$ cat src/rtl/perf_bank_pkg.sv
`timescale 1ns / 1ps
package perf_bank_pkg;
  // word offsets (byte offset / 4); the count window starts at 0x20
  localparam int unsigned WORD_VAL = 8;
  localparam logic [7:0] CODE_CYCLES = 8'h00;

  typedef struct packed {
    logic [7:0]  sel;
    logic [7:0]  par;
    logic [12:0] rsv;
    logic        en;
    logic        clr;
    logic        ovf;
  } ctrl_t;
endpackage

$ cat src/rtl/perf_bank_decode.sv
`timescale 1ns / 1ps
module perf_bank_decode
  import perf_bank_pkg::*;
#(
  parameter int unsigned N_CNT = 4,
  parameter int unsigned CI_W  = 2
) (
  input  logic             bus_en_i,
  input  logic             bus_we_i,
  input  logic [7:0]       addr_i,
  output logic [N_CNT-1:0] ctrl_wr_o,
  output logic             rd_ctrl_o,
  output logic             rd_val_o,
  output logic [CI_W-1:0]  idx_o
);
  logic [5:0] word;
  logic       unused_w;

  assign word      = addr_i[7:2];
  assign unused_w  = ^addr_i[1:0];
  assign rd_ctrl_o = bus_en_i && (word < 6'(N_CNT));
  assign rd_val_o  = bus_en_i && (word >= 6'(WORD_VAL)) && (word < 6'(WORD_VAL + N_CNT));
  // both windows are 8-word aligned, so the low bits give the index
  assign idx_o     = word[CI_W-1:0];

  for (genvar gi = 0; gi < N_CNT; gi++) begin : g_wr
    assign ctrl_wr_o[gi] = rd_ctrl_o && bus_we_i && (idx_o == CI_W'(gi));
  end
endmodule

$ cat src/rtl/perf_bank_counter.sv
`timescale 1ns / 1ps
module perf_bank_counter
  import perf_bank_pkg::*;
#(
  parameter bit          IS_CYCLE = 1'b0,
  parameter int unsigned CNT_W    = 32,
  parameter int unsigned N_EVT    = 128
) (
  input  logic             clk_i,
  input  logic             rst_ni,
  input  logic             wr_i,
  input  ctrl_t            wdata_i,
  input  logic             run_i,
  input  logic [N_EVT-1:0] evt_i,
  output ctrl_t            ctrl_o,
  output logic [CNT_W-1:0] cnt_o
);
  localparam int unsigned PRE_LSB = CNT_W - 16;
  localparam int unsigned IDX_W   = $clog2(N_EVT);

  logic             en_q, clr_q, ovf_q;
  logic [7:0]       par_q, sel_q;
  logic [CNT_W-1:0] cnt_q, pre_w;
  logic             sel_hit, hit, step, clr_fire, at_max;
  logic             unused_w;

  assign unused_w = ^{wdata_i.ovf, wdata_i.rsv};
  assign sel_hit  = (sel_q != CODE_CYCLES) && (32'(sel_q) < N_EVT) && evt_i[sel_q[IDX_W-1:0]];
  assign hit      = IS_CYCLE ? 1'b1 : sel_hit;
  // cycle counter: clear on 0->1 of the bit; event counter: clear on a written 0
  assign clr_fire = wr_i && (IS_CYCLE ? (wdata_i.clr && !clr_q) : !wdata_i.clr);
  assign step     = run_i && en_q && !ovf_q && hit;
  assign at_max   = &cnt_q;

  always_comb begin
    pre_w = '0;
    pre_w[PRE_LSB +: 8] = wdata_i.par;
  end

  always_ff @(posedge clk_i or negedge rst_ni) begin
    if (!rst_ni) begin
      en_q  <= 1'b0;
      clr_q <= 1'b0;
      ovf_q <= 1'b0;
      par_q <= '0;
      sel_q <= '0;
      cnt_q <= '0;
    end else begin
      if (wr_i) begin
        en_q  <= wdata_i.en;
        clr_q <= IS_CYCLE ? wdata_i.clr : 1'b1;
        par_q <= wdata_i.par;
        sel_q <= IS_CYCLE ? CODE_CYCLES : wdata_i.sel;
      end
      if (clr_fire) begin
        cnt_q <= pre_w;
        ovf_q <= 1'b0;
      end else if (step) begin
        if (at_max) ovf_q <= 1'b1;
        else        cnt_q <= cnt_q + 1'b1;
      end
    end
  end

  always_comb begin
    ctrl_o     = '0;
    ctrl_o.sel = sel_q;
    ctrl_o.par = par_q;
    ctrl_o.en  = en_q;
    ctrl_o.clr = clr_q;
    ctrl_o.ovf = ovf_q;
  end
  assign cnt_o = cnt_q;
endmodule

$ cat src/rtl/ddr_perf_bank.sv
`timescale 1ns / 1ps
module ddr_perf_bank
  import perf_bank_pkg::*;
#(
  parameter int unsigned N_CNT = 4,   // 2..8
  parameter int unsigned CNT_W = 32,  // 16..32
  parameter int unsigned N_EVT = 128  // 2..256
) (
  input  logic             clk_i,
  input  logic             rst_ni,
  input  logic             bus_en_i,
  input  logic             bus_we_i,
  input  logic [7:0]       bus_addr_i,
  input  logic [31:0]      bus_wdata_i,
  output logic [31:0]      bus_rdata_o,
  input  logic [N_EVT-1:0] event_i,
  output logic             irq_o
);
  localparam int unsigned CI_W = (N_CNT > 1) ? $clog2(N_CNT) : 1;

  logic [N_CNT-1:0]            ctrl_wr;
  logic                        rd_ctrl, rd_val;
  logic [CI_W-1:0]             rd_idx;
  ctrl_t                       wdata_w;
  ctrl_t                       ctrl_w [N_CNT];
  logic [N_CNT-1:0][CNT_W-1:0] cnt_w;
  logic [N_CNT-1:0]            en_w, ovf_w;
  logic                        run_w;

  assign wdata_w = ctrl_t'(bus_wdata_i);

  perf_bank_decode #(.N_CNT(N_CNT), .CI_W(CI_W)) i_decode (
    .bus_en_i (bus_en_i),
    .bus_we_i (bus_we_i),
    .addr_i   (bus_addr_i),
    .ctrl_wr_o(ctrl_wr),
    .rd_ctrl_o(rd_ctrl),
    .rd_val_o (rd_val),
    .idx_o    (rd_idx)
  );

  // counter 0 is the cycle counter and gates the whole bank
  assign run_w = en_w[0] && !ovf_w[0];
  assign irq_o = ovf_w[0] && en_w[0];

  for (genvar gi = 0; gi < N_CNT; gi++) begin : g_cnt
    perf_bank_counter #(
      .IS_CYCLE(gi == 0),
      .CNT_W   (CNT_W),
      .N_EVT   (N_EVT)
    ) i_counter (
      .clk_i  (clk_i),
      .rst_ni (rst_ni),
      .wr_i   (ctrl_wr[gi]),
      .wdata_i(wdata_w),
      .run_i  (run_w),
      .evt_i  (event_i),
      .ctrl_o (ctrl_w[gi]),
      .cnt_o  (cnt_w[gi])
    );
    assign en_w[gi]  = ctrl_w[gi].en;
    assign ovf_w[gi] = ctrl_w[gi].ovf;
  end

  always_comb begin
    bus_rdata_o = '0;
    if (rd_ctrl)     bus_rdata_o = ctrl_w[rd_idx];
    else if (rd_val) bus_rdata_o = 32'(cnt_w[rd_idx]);
  end
endmodule

$ cat config.mk
export PLATFORM = sky130hd
export DESIGN_NAME = ddr_perf_bank
export DESIGN_NICKNAME = d
export VERILOG_FILES = /design/src/rtl/perf_bank_pkg.sv /design/src/rtl/perf_bank_decode.sv /design/src/rtl/perf_bank_counter.sv /design/src/rtl/ddr_perf_bank.sv
export SDC_FILE = /design/constraint.sdc
export NUM_CORES = 1
export LEC_CHECK = 0
export ABC_AREA = 1
export BUFFER_PORTS_ARGS = -buffer_cell sky130_fd_sc_hd__buf_2
export CAP_MARGIN = 10
export CORE_MARGIN = 2
export CORE_UTILIZATION = 45
export CTS_CLUSTER_DIAMETER = 80
export DETAILED_ROUTE_END_ITERATION = 8
export GPL_TIMING_DRIVEN = 0
export PLACE_DENSITY = 0.65
export RECOVER_POWER = 25
export SLEW_MARGIN = 20
export SYNTH_ARGS = -nofsm -noshare
export SYNTH_HDL_FRONTEND = slang
export SYNTH_SLANG_ARGS = --single-unit
$ cat constraint.sdc
create_clock -name clk_i -period 2 [get_ports clk_i]
set_input_delay 0 -clock clk_i [delete_from_list [all_inputs] [get_ports clk_i]]
set_output_delay 0 -clock clk_i [all_outputs]
set_load 0.005 [all_outputs]
# Word level (Yosys, flattened, before mapping)
# Index checks and enable logic that the tools add are counted.
# word_totals
register_bits	196
latch_bits	0
mem_bits_rw	0
mem_bits_ro	0
inputBits	172
output_inout_bits	33
mem_count	0
# classes
addsub	4
multipliers	0
n_div	0
order_cmp	11
eq_ne	7
shift	0
n_mux	37
n_bitwise	1
n_reduce_logical	62
# op_table
cell	n
32-bit two-way mux	17
32-bit by 1-bit adder with 32-bit output (second input constant)	4
32-bit binary-select mux with 2-bit select	2
32-bit AND reduction	4
1-bit logical AND	32
7-bit by 8-bit less-than comparator with 1-bit output (second input constant)	3
8-bit less-than comparator (second input constant)	3
8-bit nonzero test	3
1-bit binary-select mux with 7-bit select	3
2-bit AND reduction	8
2-bit nonzero test	8
1-bit two-way mux	15
2-bit by 1-bit != test with 1-bit output (second input constant)	4
6-bit by 4-bit >= comparator with 1-bit output (second input constant)	1
1-bit zero test	6
6-bit by 3-bit less-than comparator with 1-bit output (second input constant)	1
6-bit by 4-bit less-than comparator with 1-bit output (second input constant)	1
2-bit equality test (second input constant)	2
3-bit >= comparator (second input constant)	1
2-bit by 3-bit less-than comparator with 1-bit output (second input constant)	1
2-bit NOT with 3-bit output	1
2-bit by 1-bit equality test with 1-bit output (second input constant)	1
2-bit zero test	1

# Logic depth before layout (Yosys ltp)
# logic_depth
word_depth	7
ltp_mapped	18
depth_no_buf	16

# Hierarchy
# A second synthesis with hierarchy kept.
# unflattened
cells_unflattened	3597
hier_area_um2	20111.8
# modules_own_cells
mod	n_inst	cells_per_inst	area_per_inst_um2	seq_area_each_um2
perf_bank_counter at g_cnt[1].i_counter ...	2	772	4581.9	1276.2
perf_bank_counter at g_cnt[3].i_counter	1	774	4526.8	1276.2
ddr_perf_bank	1	855	3497.1	0.0
perf_bank_counter at g_cnt[0].i_counter	1	405	2824.0	1076.0
perf_bank_decode	1	19	100.1	0.0

# Worst setup path after synthesis
# Ideal clock, no wire load.
# synth_path
kind	register to register
start	register g_cnt[2].i_counter.cnt_q[0]
end	register g_cnt[2].i_counter.cnt_q[30]
arrival_ps	1989
setup_slack_ps	-107
path_stages_with_launch	15
n_path_buf	1
period_less_slack_ps	2107
cell_sequence	dfrtp_1 > ha_1 > nand2_2 > nor2_2 > inv_2 > nor2_2 > nand3b_1 > nor2_2 > inv_2 > or2_1 > nor2_4 > nand4_4 > buf_2 > nand4_1 > nand2_1
# synth_between
elab_chain_cells	4
elab_cells_between_ends	7
cone_classes	1 x add/sub; 1 x eq/ne; 3 x mux; 2 x reduce/logical
# synth_rtl
item	line_no	source
start: declaration	perf_bank_counter.sv:23	logic [CNT_W-1:0] cnt_q, pre_w;
start signal: assignment	perf_bank_counter.sv:56	cnt_q <= pre_w;
start signal: assignment	perf_bank_counter.sv:60	else cnt_q <= cnt_q + 1'b1;
32-bit by 1-bit adder with 32-bit output	perf_bank_counter.sv:60	
32-bit two-way mux	perf_bank_counter.sv:59	if (at_max) ovf_q <= 1'b1;
32-bit two-way mux	perf_bank_counter.sv:58	end else if (step) begin
32-bit two-way mux	perf_bank_counter.sv:55	if (clr_fire) begin
# Parallel ways exist; a longest one is shown, timed or not. The select of a mux whose other input is x is not followed.
# A chain may end at the register's enable or synchronous reset.

# Final worst setup path
# layout_path
start	register g_cnt[1].i_counter.sel_q[0]
end	register g_cnt[1].i_counter.cnt_q[20]
# layout_between
elab_chain_cells	6
elab_cells_between_ends	9
cone_classes	1 x order compare; 2 x mux; 6 x reduce/logical
# layout_rtl
item	line_no	source
start: declaration	perf_bank_counter.sv:22	logic [7:0] par_q, sel_q;
start signal: assignment	perf_bank_counter.sv:53	sel_q <= IS_CYCLE ? CODE_CYCLES : wdata_i.sel;
1-bit binary-select mux with 7-bit select, or another cell as far along	perf_bank_counter.sv:28	assign sel_hit = (sel_q != CODE_CYCLES) && (32'(sel_q) < N_EVT) && evt_i[sel_q[IDX_W-1:0]];
1-bit two-way mux (not written as such) or 1-bit logical AND (tied branches)	perf_bank_counter.sv:28	
1-bit logical AND (*)	perf_bank_counter.sv:28	
1-bit logical AND (*)	perf_bank_counter.sv:32	assign step = run_i && en_q && !ovf_q && hit;
2-bit nonzero test (no source line) (*)	--	
2-bit AND reduction (no source line) (*)	--	
end signal: assignment	perf_bank_counter.sv:56	
end signal: assignment	perf_bank_counter.sv:60	
end: declaration	perf_bank_counter.sv:23	
# Mark *: on every way between the ends. The rest lies on a longest branch, timed or not. The select of a mux whose other input is x is not followed.

==> flow_summary.json <==
{
  "vias_per_cell": 6.35,
  "syn_inst": 2579,
  "worst_pin_slew_ps": 1380,
  "status": "finished with violations",
  "end_kind": "flop",
  "max_slew_margin_pct": 8.23,
  "finalCriticalPeriod_ps": 2430,
  "power_switching_mw": 4.89,
  "die_y_um": 195,
  "finalNetCount": 3087,
  "cts_htree_levels": 4,
  "yosys_warnings": 0,
  "die_x_um": 195,
  "drtPass1Iterations": 9,
  "switching_share_pct": 39.9,
  "synth_compound_area_share_pct": 17.5,
  "fillerInstances": 3370,
  "totalWireLength_um": 86600,
  "rsz0062_at_grt": "yes",
  "r2r_cells": 14,
  "pwr_density_cell_nw_per_um2": 555,
  "ir_drop_uv": 742,
  "hp-start": "bus_wdata_i[18]",
  "grt_remaining_overflow": 0,
  "grt_max_degree": 90,
  "port_buffers": 188,
  "drive_gt1_share_pct": 27.3,
  "seq_area_frac_synth_pct": 29.9,
  "synthSimpleGateAreaFrac_pct": 37.9,
  "critPathSlowestCell": "dfrtp_2",
  "cts_tree": "done",
  "yosysMostFrequentCell": "nand2_1",
  "hold_end": "g_cnt[3].i_counter.cnt_o[18]",
  "synth_xor_area_share_pct": 3.10,
  "grt_pass1_vias": 19776,
  "ys_ff_latch": 196,
  "synth_top_cells_by_count": "nand2_1, nand3_1, inv_1",
  "initial_core_util_pct": 45.8,
  "dp_hpwl_um": 62000,
  "p_int_mw": 7.38,
  "synth_area_per_cell_sq_um": 6.35,
  "rrSetupSlack_ps": -430,
  "hold_violations": 0,
  "synth_top_family_by_area": "simple AND/OR/NAND/NOR gates",
  "insertion_delay_ps": 480,
  "cp.arrival_ps": 2800,
  "criticalPathCategory": "flop to flop",
  "synth.top_cell.area_share_pct": 29.9,
  "ios": 205,
  "post-route-cell-area_sq_um": 22100,
  "drv_cap": 0,
  "numCtsBuffers": 17,
  "ys_types": 53,
  "p_leak_nw": 10.6,
  "worstHoldPathType": "primary input to flop",
  "finalCritPeriodShare_pct": 122,
  "yosys.area.top_type": "dfrtp_1",
  "hold_depth": 5,
  "drt_iter0_drc": 2863,
  "setup_slack_ps": -433,
  "place_congestion": 1.05,
  "crit_path_start_kind": "flop",
  "setup_viol_count_final": 134,
  "syn_area_sq_um": 16400,
  "synth_async_sr_flop_share_pct": 100,
  "grt_use_total_pct": 43.6,
  "pwr-share-seq_pct": 35.0,
  "synth-edff-count": 0,
  "cts_sinks": 196,
  "drc_errors": 0,
  "slowest_delay_ps": 510,
  "syn_nets": 2755,
  "final_antenna_net_count": 0,
  "synth_fa_ha_area_share_pct": 0.306,
  "clock_path_buffers": 2,
  "rr_endpoint": "g_cnt[1].i_counter.cnt_o[20]",
  "placed_area_sq_um": 18100,
  "violations": "negative setup slack",
  "fin_skew_ps": 16.5,
  "dieArea_sq_um": 37900,
  "power.total_mw": 12.3,
  "drv_slew": 0,
  "power_frac_comb_pct": 36.2,
  "num_vias": 21514,
  "timing.critical_path.mode_cell": "nand3_2",
  "path_clk_slew_ps": 90,
  "fp-row-count": 69,
  "synth_top_flop_cell": "dfrtp_1",
  "synthMuxAreaShare_pct": 0,
  "cts-root-buf": "clkbuf_16",
  "reg2reg_from": "g_cnt[1].i_counter.sel_q[0]",
  "crit_path_max_fanout": 10,
  "fmax_mhz": 411,
  "drt-wirelength-per-cell_um": 25.6,
  "ys_top_cells_by_area": "dfrtp_1, nand2_1, nand3_1, inv_1, o21ai_0",
  "core-area_sq_um": 35700,
  "cp.required_ps": 2370,
  "pwr-share-clk_pct": 28.8,
  "critical_path.cell_chain": "clkbuf_16 > buf_12 > o211ai_1 > nand3_1 > nand3_2 > nand3_2 > nand3_2 > nand3_2 > nand4_1 > buf_6 > nand2_8 > clkbuf_16 > nand2_2 > nand2_1",
  "area_growth_syn_to_layout_pct": 35.0,
  "grt_antenna_before_repair": 1,
  "grt_pass1_wl_um": 124000
}
==> power by group through the flow <==
stage / combinational [mW] / clock [mW] / sequential, mW
global placement: 3.20 / 0 / 4.31
detailed placement: 3.23 / 0 / 4.31
floorplan: 1.83 / 0 / 4.26
CTS: 3.77 / 3.56 / 4.27
finish: 4.45 / 3.53 / 4.29
global route: 4.58 / 3.71 / 4.29
==> final cells by class <==
type / instances / area (sq um) / area share (%)
diodes: 1 / 2.50 / 0.0113
repair buffers: 317 / 2330 / 10.5
clock buffers: 17 / 425 / 1.92
multi-input cells: 1937 / 11100 / 50.1
plain buffers: 150 / 1450 / 6.56
inverters: 292 / 1160 / 5.27
clock inverters: 15 / 155 / 0.702
well taps: 461 / 577 / 2.61
flip-flops and latches: 196 / 4930 / 22.3
==> per-stage QoR <==
step	worst slack (ps)	util, %	hold slack [ps]	instances	setup TNS (ps)
floorplan	-78.5	-	-296	2579	-2210
global placement	-2490	50.4	260	3228	-615220
detailed placement	-1310	50.6	-137	3230	-133500
CTS	-310	56.8	8.24	3335	-32550
global route	-553	61.9	41.0	3385	-55450
finish	-433	61.9	20.7	3386	-42750
==> cells in the final DEF, fill, tap and decap left out, types with 10 or more instances in the layout <==
| master | count |
|---|---|
| o211ai_1 | 57 |
| o21ai_1 | 45 |
| buf_6 | 51 |
| nand3_2 | 77 |
| nand2_2 | 94 |
| buf_12 | 22 |
| nand2_1 | 584 |
| or2_2 | 10 |
| xnor2_1 | 17 |
| buf_2 | 197 |
| inv_1 | 266 |
| buf_8 | 18 |
| dlygate4sd3_1 | 18 |
| nor2_4 | 10 |
| nor4_1 | 22 |
| buf_4 | 83 |
| nand2_4 | 19 |
| nand4_1 | 39 |
| clkbuf_1 | 43 |
| a21oi_2 | 22 |
| dfrtp_2 | 19 |
| clkbuf_16 | 31 |
| o21ai_0 | 128 |
| inv_2 | 10 |
| nor2_1 | 143 |
| xor2_1 | 41 |
| nor3_1 | 42 |
| o22ai_1 | 39 |
| dfrtp_1 | 176 |
| nand3b_1 | 11 |
| a22oi_1 | 32 |
| nor2_2 | 20 |
| a21oi_1 | 75 |
| a221oi_1 | 12 |
| o221ai_1 | 12 |
| nand3_1 | 280 |
==> worst max-delay path by stage <==
stage               cells after the start                        start                            to  slack [ps]
floorplan                              14  g_cnt[2].i_counter.cnt_o[0]  g_cnt[2].i_counter.cnt_o[30]         -80
global placement                        1                       rst_ni   g_cnt[2].i_counter.cnt_o[7]       -2490
detailed placement                     11  g_cnt[1].i_counter.sel_q[3]   g_cnt[1].i_counter.cnt_o[3]       -1310
CTS                                    17  g_cnt[3].i_counter.sel_q[0]  g_cnt[3].i_counter.cnt_o[22]        -310
global route                           14  g_cnt[1].i_counter.sel_q[0]  g_cnt[1].i_counter.cnt_o[24]        -550
finish                                 14  g_cnt[1].i_counter.sel_q[0]  g_cnt[1].i_counter.cnt_o[20]        -430
==> state kept, by name (all words and copies together), names as in the netlist <==
signal,cells
g_cnt.i_counter.cnt_o,128
g_cnt.i_counter.par_q,32
g_cnt.i_counter.sel_q,24
g_cnt.i_counter.clr_q,4
g_cnt.i_counter.en_q,4
g_cnt.i_counter.ovf_q,4
==> worst max-delay path: cells and delay by family, from the launching register on <==
family,cells,cell delay (ps)
buffers and inverters,4,760
AOI/OAI and AO/OA,1,200
DFF,1,510
and+or+nand+nor,9,840
==> repair_timing <==
item | in CTS | in global routing
endpoints found under the hold margin | 148 | 0
resized for setup | 289 | 376
endpoints found under the setup margin | 149 | 142
pin swaps | 25 | 124
gates cloned | 8 | 12
buffers inserted | 49 | 42
hold buffers | 19 | 0
==> cells by family after synthesis <==
kind of cell | Yosys count
simple gates | 1399
compound gates | 476
buf+inv | 446
flops | 196
xor+xnor | 58
fa+ha+maj | 4
==> metal layers <==
metal / up-vias / global-route usage, % / wire [um]
li1: 9341 / - / -
met1: 10171 / 55.6 / 32600
met2: 1594 / 63.8 / 35600
met3: 408 / 13.1 / 11300
met4: 0 / 29.4 / 7050
met5: - / 0 / 0
Note: power is estimated with default switching activity, not from simulation.
